[config.mk]
export PLATFORM = sky130hd
export DESIGN_NAME = pwr_mode_seq
export DESIGN_NICKNAME = d
export VERILOG_FILES = /design/src/rtl/pwrseq_pkg.sv /design/src/rtl/pwrseq_arbiter.sv /design/src/rtl/pwrseq_timer.sv /design/src/rtl/pwr_mode_seq.sv
export SDC_FILE = /design/constraint.sdc
export NUM_CORES = 1
export LEC_CHECK = 0
export ABC_AREA = 0
export ABC_CLOCK_PERIOD_IN_PS = 2500
export BUFFER_PORTS_ARGS = -buffer_cell sky130_fd_sc_hd__buf_4
export CAP_MARGIN = 10
export CORE_MARGIN = 2
export CORE_UTILIZATION = 54
export DETAILED_ROUTE_END_ITERATION = 16
export PLACE_DENSITY = 0.79
export SYNTH_ARGS = -nofsm -noshare
export SYNTH_HDL_FRONTEND = slang
export SYNTH_HIERARCHICAL = 1
export SYNTH_SLANG_ARGS = --single-unit
export TNS_END_PERCENT = 100
[constraint.sdc]
create_clock -name clk -period 2.5 [get_ports clk]
set_input_delay 0.75 -clock clk [delete_from_list [all_inputs] [get_ports clk]]
set_output_delay 0.75 -clock clk [all_outputs]
set_load 0.01 [all_outputs]
[src/rtl/pwrseq_pkg.sv]
// Package: shared mode and transition encodings for the power mode sequencer.
// Assumes: mode codes are visible at the top-level port and must stay fixed.
package pwrseq_pkg;

    typedef enum logic [2:0] {
        MODE_SHUTDOWN = 3'd0,
        MODE_SLEEP    = 3'd1,
        MODE_ACTIVE   = 3'd2,
        MODE_HWRESET  = 3'd3,
        MODE_SOFTRST  = 3'd4
    } mode_e;

    typedef enum logic [2:0] {
        XF_WAKE_SHUT  = 3'd0,
        XF_S2A        = 3'd1,
        XF_WAKE_SLP   = 3'd2,
        XF_SLP_ENTRY  = 3'd3,
        XF_SHUT_ENTRY = 3'd4,
        XF_SOFTRST    = 3'd5,
        XF_HWRST      = 3'd6
    } xfer_e;

    // Mode the block settles in once a transition of the given kind completes.
    function automatic mode_e xfer_dest(input xfer_e k);
        case (k)
            XF_WAKE_SHUT, XF_S2A, XF_WAKE_SLP, XF_SOFTRST: xfer_dest = MODE_ACTIVE;
            XF_SLP_ENTRY:                                 xfer_dest = MODE_SLEEP;
            default:                                      xfer_dest = MODE_SHUTDOWN;
        endcase
    endfunction

    // Mode shown on the port while a transition of the given kind is in progress.
    function automatic mode_e xfer_show(input xfer_e k, input mode_e src);
        case (k)
            XF_HWRST:   xfer_show = MODE_HWRESET;
            XF_SOFTRST: xfer_show = MODE_SOFTRST;
            default:    xfer_show = src;
        endcase
    endfunction

endpackage

[src/rtl/pwrseq_arbiter.sv]
// Module: event arbiter. Picks at most one accepted event for the current
// steady mode, by fixed priority, and gives the counter preload for it.
// Assumes: events are single-cycle pulses; every delay parameter is at least 1.
module pwrseq_arbiter
    import pwrseq_pkg::*;
#(
    parameter int unsigned CW             = 8,
    parameter int unsigned WAKE_SHUT_CYC  = 10,
    parameter int unsigned S2A_CYC        = 10,
    parameter int unsigned WAKE_SLP_CYC   = 10,
    parameter int unsigned SLP_ENTRY_CYC  = 10,
    parameter int unsigned SHUT_ENTRY_CYC = 10,
    parameter int unsigned SOFT_RST_CYC   = 10,
    parameter int unsigned HW_RST_CYC     = 10
) (
    input  logic          in_xfer,
    input  mode_e         mode,
    input  logic          ev_wake,
    input  logic          ev_s2a,
    input  logic          ev_sleep,
    input  logic          ev_shut,
    input  logic          ev_softrst,
    input  logic          ev_hwrst,
    output logic          go,
    output xfer_e         kind,
    output logic [CW-1:0] load_val
);

    // Priority selection of the accepted event; nothing is accepted mid-transition.
    always_comb begin
        go   = 1'b0;
        kind = XF_HWRST;
        if (!in_xfer) begin
            if (ev_hwrst) begin
                go   = 1'b1;
                kind = XF_HWRST;
            end else begin
                case (mode)
                    MODE_SHUTDOWN: if (ev_wake) begin
                        go = 1'b1; kind = XF_WAKE_SHUT;
                    end
                    MODE_SLEEP: if (ev_wake) begin
                        go = 1'b1; kind = XF_WAKE_SLP;
                    end else if (ev_s2a) begin
                        go = 1'b1; kind = XF_S2A;
                    end
                    MODE_ACTIVE: if (ev_shut) begin
                        go = 1'b1; kind = XF_SHUT_ENTRY;
                    end else if (ev_sleep) begin
                        go = 1'b1; kind = XF_SLP_ENTRY;
                    end else if (ev_softrst) begin
                        go = 1'b1; kind = XF_SOFTRST;
                    end
                    default: go = 1'b0;
                endcase
            end
        end
    end

    // Counter preload: latency minus one, because the load edge counts as the first cycle.
    always_comb begin
        case (kind)
            XF_WAKE_SHUT:  load_val = CW'(WAKE_SHUT_CYC - 1);
            XF_S2A:        load_val = CW'(S2A_CYC - 1);
            XF_WAKE_SLP:   load_val = CW'(WAKE_SLP_CYC - 1);
            XF_SLP_ENTRY:  load_val = CW'(SLP_ENTRY_CYC - 1);
            XF_SHUT_ENTRY: load_val = CW'(SHUT_ENTRY_CYC - 1);
            XF_SOFTRST:    load_val = CW'(SOFT_RST_CYC - 1);
            default:       load_val = CW'(HW_RST_CYC - 1);
        endcase
    end

endmodule

[src/rtl/pwrseq_timer.sv]
// Module: shared down-counter that times every transition.
// Assumes: a load always wins over counting; the counter rests at zero.
module pwrseq_timer #(
    parameter int unsigned CW = 8
) (
    input  logic          clk,
    input  logic          rst_n,
    input  logic          load,
    input  logic [CW-1:0] load_val,
    output logic          zero
);

    logic [CW-1:0] cnt_q;

    // Load on request, otherwise count down to zero and hold there.
    always_ff @(posedge clk) begin
        if (!rst_n)
            cnt_q <= '0;
        else if (load)
            cnt_q <= load_val;
        else if (cnt_q != '0)
            cnt_q <= cnt_q - 1'b1;
    end

    assign zero = (cnt_q == '0);

endmodule

[src/rtl/pwr_mode_seq.sv]
// Module: power mode sequencer top. Holds the steady mode and the running
// transition, and drives mode, ready and busy.
// Assumes: 32 MHz clock; all latencies are given in clock cycles and are >= 1.
module pwr_mode_seq
    import pwrseq_pkg::*;
#(
    parameter int unsigned WAKE_SHUT_CYC  = 192000,
    parameter int unsigned S2A_CYC        = 7360,
    parameter int unsigned WAKE_SLP_CYC   = 32000,
    parameter int unsigned SLP_ENTRY_CYC  = 3200,
    parameter int unsigned SHUT_ENTRY_CYC = 640000,
    parameter int unsigned SOFT_RST_CYC   = 32000,
    parameter int unsigned HW_RST_CYC     = 2400000
) (
    input  logic       clk,
    input  logic       rst_n,
    input  logic       ev_wake_i,
    input  logic       ev_s2a_i,
    input  logic       ev_sleep_i,
    input  logic       ev_shut_i,
    input  logic       ev_softrst_i,
    input  logic       ev_hwrst_i,
    output logic [2:0] mode_o,
    output logic       ready_o,
    output logic       busy_o
);

    // Largest latency; sets the counter width.
    localparam int unsigned MAX_A  = (WAKE_SHUT_CYC > S2A_CYC) ? WAKE_SHUT_CYC : S2A_CYC;
    localparam int unsigned MAX_B  = (WAKE_SLP_CYC > SLP_ENTRY_CYC) ? WAKE_SLP_CYC : SLP_ENTRY_CYC;
    localparam int unsigned MAX_C  = (SHUT_ENTRY_CYC > SOFT_RST_CYC) ? SHUT_ENTRY_CYC : SOFT_RST_CYC;
    localparam int unsigned MAX_AB = (MAX_A > MAX_B) ? MAX_A : MAX_B;
    localparam int unsigned MAX_CH = (MAX_C > HW_RST_CYC) ? MAX_C : HW_RST_CYC;
    localparam int unsigned MAX_ALL = (MAX_AB > MAX_CH) ? MAX_AB : MAX_CH;
    localparam int unsigned CW     = (MAX_ALL < 2) ? 1 : $clog2(MAX_ALL);

    mode_e         steady_q;
    xfer_e         kind_q;
    logic          in_xfer_q;
    logic          go;
    xfer_e         go_kind;
    logic [CW-1:0] load_val;
    logic          zero;

    pwrseq_arbiter #(
        .CW(CW), .WAKE_SHUT_CYC(WAKE_SHUT_CYC), .S2A_CYC(S2A_CYC),
        .WAKE_SLP_CYC(WAKE_SLP_CYC), .SLP_ENTRY_CYC(SLP_ENTRY_CYC),
        .SHUT_ENTRY_CYC(SHUT_ENTRY_CYC), .SOFT_RST_CYC(SOFT_RST_CYC),
        .HW_RST_CYC(HW_RST_CYC)
    ) u_arb (
        .in_xfer(in_xfer_q), .mode(steady_q),
        .ev_wake(ev_wake_i), .ev_s2a(ev_s2a_i), .ev_sleep(ev_sleep_i),
        .ev_shut(ev_shut_i), .ev_softrst(ev_softrst_i), .ev_hwrst(ev_hwrst_i),
        .go(go), .kind(go_kind), .load_val(load_val)
    );

    pwrseq_timer #(.CW(CW)) u_tmr (
        .clk(clk), .rst_n(rst_n), .load(go), .load_val(load_val), .zero(zero)
    );

    // Start a transition on an accepted event; settle in the destination when the count ends.
    always_ff @(posedge clk) begin
        if (!rst_n) begin
            steady_q  <= MODE_SHUTDOWN;
            kind_q    <= XF_HWRST;
            in_xfer_q <= 1'b0;
        end else if (go) begin
            kind_q    <= go_kind;
            in_xfer_q <= 1'b1;
        end else if (in_xfer_q && zero) begin
            steady_q  <= xfer_dest(kind_q);
            in_xfer_q <= 1'b0;
        end
    end

    // Output decode from the registered state.
    always_comb begin
        mode_o  = in_xfer_q ? xfer_show(kind_q, steady_q) : steady_q;
        busy_o  = in_xfer_q;
        ready_o = !in_xfer_q && (steady_q == MODE_ACTIVE);
    end

endmodule

==> impl_metrics.xml <==
<?xml version="1.0" encoding="UTF-8"?>
<metrics>
  <group name="placement">
    <metric name="dpl.cell_count" unit="">289</metric>
    <metric name="hpwlAfterDp" unit="mm">2.99</metric>
    <metric name="globalplace.congestion" unit="">0.843</metric>
    <metric name="numPortBuffers" unit="">12</metric>
  </group>
  <group name="cts">
    <metric name="total_cts_buffers" unit="">3</metric>
    <metric name="clk_latency" unit="ns">0.27</metric>
    <metric name="clk_transition_reported_paths" unit="ns">0.09</metric>
    <metric name="post_cts_resized" unit="">0</metric>
    <metric name="clock_tree_from_tritoncts" unit="">yes</metric>
    <metric name="cts.htree.levels" unit="">1</metric>
    <metric name="ctsHoldBuffers" unit="">0</metric>
    <metric name="clkSinkCount" unit="">28</metric>
    <metric name="largest_buffer_count_on_any_clock_path" unit="">2</metric>
    <metric name="post_cts_buffers" unit="">0</metric>
    <metric name="root_buffer" unit="">sky130_fd_sc_hd__clkbuf_8</metric>
  </group>
  <group name="detailed_routing">
    <metric name="remaining_drc_errors" unit="">0</metric>
    <metric name="dr_total_vias" unit="">1641</metric>
    <metric name="drtIter0Drc" unit="">128</metric>
    <metric name="avgViaCountPerCell" unit="">5.60</metric>
    <metric name="routed_wire_length_per_instance" unit="um">13.5</metric>
    <metric name="routed_wirelength" unit="mm">3.97</metric>
    <metric name="postRouteAntennaNets" unit="">0</metric>
    <metric name="drt_pass1_iterations" unit="">4</metric>
  </group>
  <group name="critical_path">
    <metric name="cp.arrival" unit="ns">2.45</metric>
    <metric name="cp-start-kind" unit="">flip-flop</metric>
    <metric name="critPathMaxStageDelay" unit="ns">0.61</metric>
    <metric name="timing.critical_path.cells" unit="">inv_1 &gt; ha_1 &gt; or4b_1 &gt; nor4_1 &gt; and2_1 &gt; nand3b_1 &gt; a22o_1</metric>
    <metric name="critical_path_buf_inv_count" unit="">1</metric>
    <metric name="slowest_stage" unit="">sky130_fd_sc_hd__or4b_1</metric>
    <metric name="worst-endpoint-required" unit="ns">2.68</metric>
    <metric name="cp_delay_by_family_top" unit="">simple AND/OR/NAND/NOR gates</metric>
    <metric name="setup.reg_to_reg.worst_slack" unit="ns">0.22</metric>
    <metric name="element_type_at_the_critical_path_end" unit="">flip-flop</metric>
    <metric name="path_max_fanout" unit="">6</metric>
    <metric name="setup.worst_path.class" unit="">reg2reg</metric>
  </group>
  <group name="floorplanning">
    <metric name="std_cell_rows" unit="">22</metric>
    <metric name="ioPinCount" unit="">13</metric>
    <metric name="die-area" unit="um2">4180</metric>
    <metric name="initial_utilization" unit="%">55.1</metric>
    <metric name="core_area" unit="um2">3610</metric>
    <metric name="die_width" unit="um">64.7</metric>
    <metric name="chipHeight" unit="um">64.7</metric>
  </group>
  <group name="grt">
    <metric name="grt_remaining_overflow" unit="">0</metric>
    <metric name="number_of_global_route_vias_before_repair" unit="">1556</metric>
    <metric name="initial_antenna_violation_count" unit="">0</metric>
    <metric name="global_route_wire_length_before_repair" unit="mm">6.98</metric>
    <metric name="grt_use_total" unit="%">21.1</metric>
    <metric name="grt_start_max_net_pins" unit="">27</metric>
  </group>
  <group name="final_layout">
    <metric name="areaGrowthSynthToFinish" unit="%">4.47</metric>
    <metric name="drive_gt1_share" unit="%">20.4</metric>
    <metric name="final_nets" unit="">255</metric>
    <metric name="insertedDiodeCount" unit="">0</metric>
    <metric name="final_cell_count_no_fill" unit="">293</metric>
    <metric name="layout.core_utilization" unit="%">57.6</metric>
  </group>
  <group name="synthesis">
    <metric name="average_size_of_a_mapped_cell" unit="um2">8.45</metric>
    <metric name="synth_cells" unit="">235</metric>
    <metric name="synth.yosys.seq_area_share" unit="%">28.2</metric>
    <metric name="number_of_synthesized_register_bits" unit="">28</metric>
    <metric name="syn_area" unit="um2">1990</metric>
    <metric name="synth_edf_count" unit="">0</metric>
    <metric name="yosys_most_used_dff" unit="">sky130_fd_sc_hd__dfxtp_1</metric>
    <metric name="synth.yosys.warnings" unit="">6</metric>
    <metric name="synth_cell_type_count" unit="">64</metric>
    <metric name="synthArstFlopShare" unit="%">0</metric>
  </group>
  <group name="power_and_ir_drop">
    <metric name="total_power" unit="mW">1.19</metric>
    <metric name="p_per_cell_area" unit="nW/um2">574</metric>
    <metric name="vdd_ir_drop_max" unit="V">0.000514</metric>
    <metric name="power.leakage" unit="nW">0.815</metric>
  </group>
  <group name="sta">
    <metric name="max_freq" unit="MHz">439</metric>
    <metric name="report.final.slew_viol_count" unit="">0</metric>
    <metric name="grt_setup_unrepaired" unit="">false</metric>
    <metric name="setup_tns" unit="ns">0</metric>
    <metric name="final_min_period_over_clock_period" unit="%">91.1</metric>
    <metric name="timing_hold_violations_final" unit="">0</metric>
    <metric name="final_critical_period" unit="ns">2.28</metric>
    <metric name="clock_skew" unit="ns">0.00111</metric>
    <metric name="setup_viol" unit="">0</metric>
  </group>
  <group name="min_path">
    <metric name="hold_crit_path_type" unit="">reg2reg</metric>
  </group>
  <group name="run_status">
    <metric name="run_status" unit="">finished, final reports clean</metric>
  </group>
  <group name="run">
    <metric name="cap_violations" unit="">0</metric>
  </group>
</metrics>
kinds of logic (layout without fill, tap and decap cells):
logic type	count (synthesis)	count (layout)	share of synthesized area, %
flops	28	28	28.2
fa+ha+maj	1	1	0.630
other cells	3	12	0.567
simple gates	96	96	28.1
mux	6	6	3.27
xor+xnor	17	17	7.49
buf+inv	32	33	12.7
compound gates	52	52	19.0
tightest hold or removal path, cell delays in order (launching register included):
cell                      delay, ns
sky130_fd_sc_hd__dfxtp_1       0.35
sky130_fd_sc_hd__xor2_1        0.07
sky130_fd_sc_hd__o21ai_1       0.10
report_power, final:
group / switching, mW / internal, mW
Sequential: 0.0532 / 0.491
Clock: 0.138 / 0.141
Combinational: 0.201 / 0.166
Total: 0.392 / 0.798
cell usage in the layout (no fill, tap or decap), types with 2 or more instances in the layout:
cell	count
sky130_fd_sc_hd__a21bo_2	2
sky130_fd_sc_hd__a21oi_1	10
sky130_fd_sc_hd__a22oi_1	4
sky130_fd_sc_hd__and2_1	5
sky130_fd_sc_hd__and4b_1	2
sky130_fd_sc_hd__buf_4	20
sky130_fd_sc_hd__clkbuf_8	4
sky130_fd_sc_hd__conb_1	12
sky130_fd_sc_hd__dfxtp_1	28
sky130_fd_sc_hd__inv_1	7
sky130_fd_sc_hd__mux2i_1	5
sky130_fd_sc_hd__nand2_1	15
sky130_fd_sc_hd__nand3_1	17
sky130_fd_sc_hd__nand3b_1	2
sky130_fd_sc_hd__nand4b_1	4
sky130_fd_sc_hd__nor2_1	17
sky130_fd_sc_hd__nor2b_1	5
sky130_fd_sc_hd__nor3_1	6
sky130_fd_sc_hd__nor4_1	5
sky130_fd_sc_hd__o2111ai_1	2
sky130_fd_sc_hd__o21ai_0	12
sky130_fd_sc_hd__o21ai_1	4
sky130_fd_sc_hd__o32ai_1	2
sky130_fd_sc_hd__or3_2	3
sky130_fd_sc_hd__or4_1	2
sky130_fd_sc_hd__xnor2_1	6
sky130_fd_sc_hd__xor2_1	11
sequential cells by signal, summed over array words and instances, names as in the netlist:
register / cells
busy_o: 1
kind_q: 3
steady_q: 2
u_tmr/cnt_q: 22
synthesized netlist by cell type (all sizes together) (2+ instances only):
master   instances  area share [%]
a21oi           11             3.0
o31a             2            0.94
o32ai            2            0.88
and2             7             2.4
o31ai            2             1.4
conb             3            0.57
xnor2            6             2.6
clkbuf           4             1.8
nand2           15             2.8
buf             17             6.8
o21ai           17             4.5
a21boi           2            0.94
a21bo            2             1.0
and4b            2             1.0
o2111ai          2            0.88
dfxtp           28              28
xor2            11             4.8
nand3b           2            0.76
nand4b           4             1.8
or3              4             1.4
nor2            18             3.4
a22oi            4             1.5
or4              4             1.8
nor4             6             2.6
mux2i            5             2.5
nor2b            5             1.6
inv              9             2.0
nand3           18             4.8
nor3             7             2.0
layer usage:
layer	routed length, um	GRT usage, %
met1	1860	26.6
met2	1960	37.4
met3	114	3.65
met4	34	4.79
met5	0	0
path summary, 6_finish.rpt:
path,from,endpoint,cells after the start
setup / recovery,u_tmr/cnt_q[0],steady_q[1],7
hold / removal,u_tmr/cnt_q[17],u_tmr/cnt_q[17],2
setup reg to reg,u_tmr/cnt_q[0],steady_q[1],7
hold reg to reg,u_tmr/cnt_q[17],u_tmr/cnt_q[17],2
cell type report:
type	count	area, um2
Tap cell	48	60.1
Clock buffer	4	55.1
Multi-Input combinational cell	184	1210
Inverter	9	38.8
Timing Repair Buffer	20	150
Fill cell	336	1530
Sequential cell	28	561
stage by stage:
step	setup slack (ns)	hold WS (ns)	instance area (um2)
4_1_cts	0.238	0.557	2080
5_1_grt	0.122	0.606	2080
3_5_place_dp	0.193	0.530	2020
3_3_place_gp	0.254	0.524	2020
6_report	0.224	0.544	2080
2_1_floorplan	0.105	0.500	2020
No activity file was read; power rests on OpenSTA's default activity.
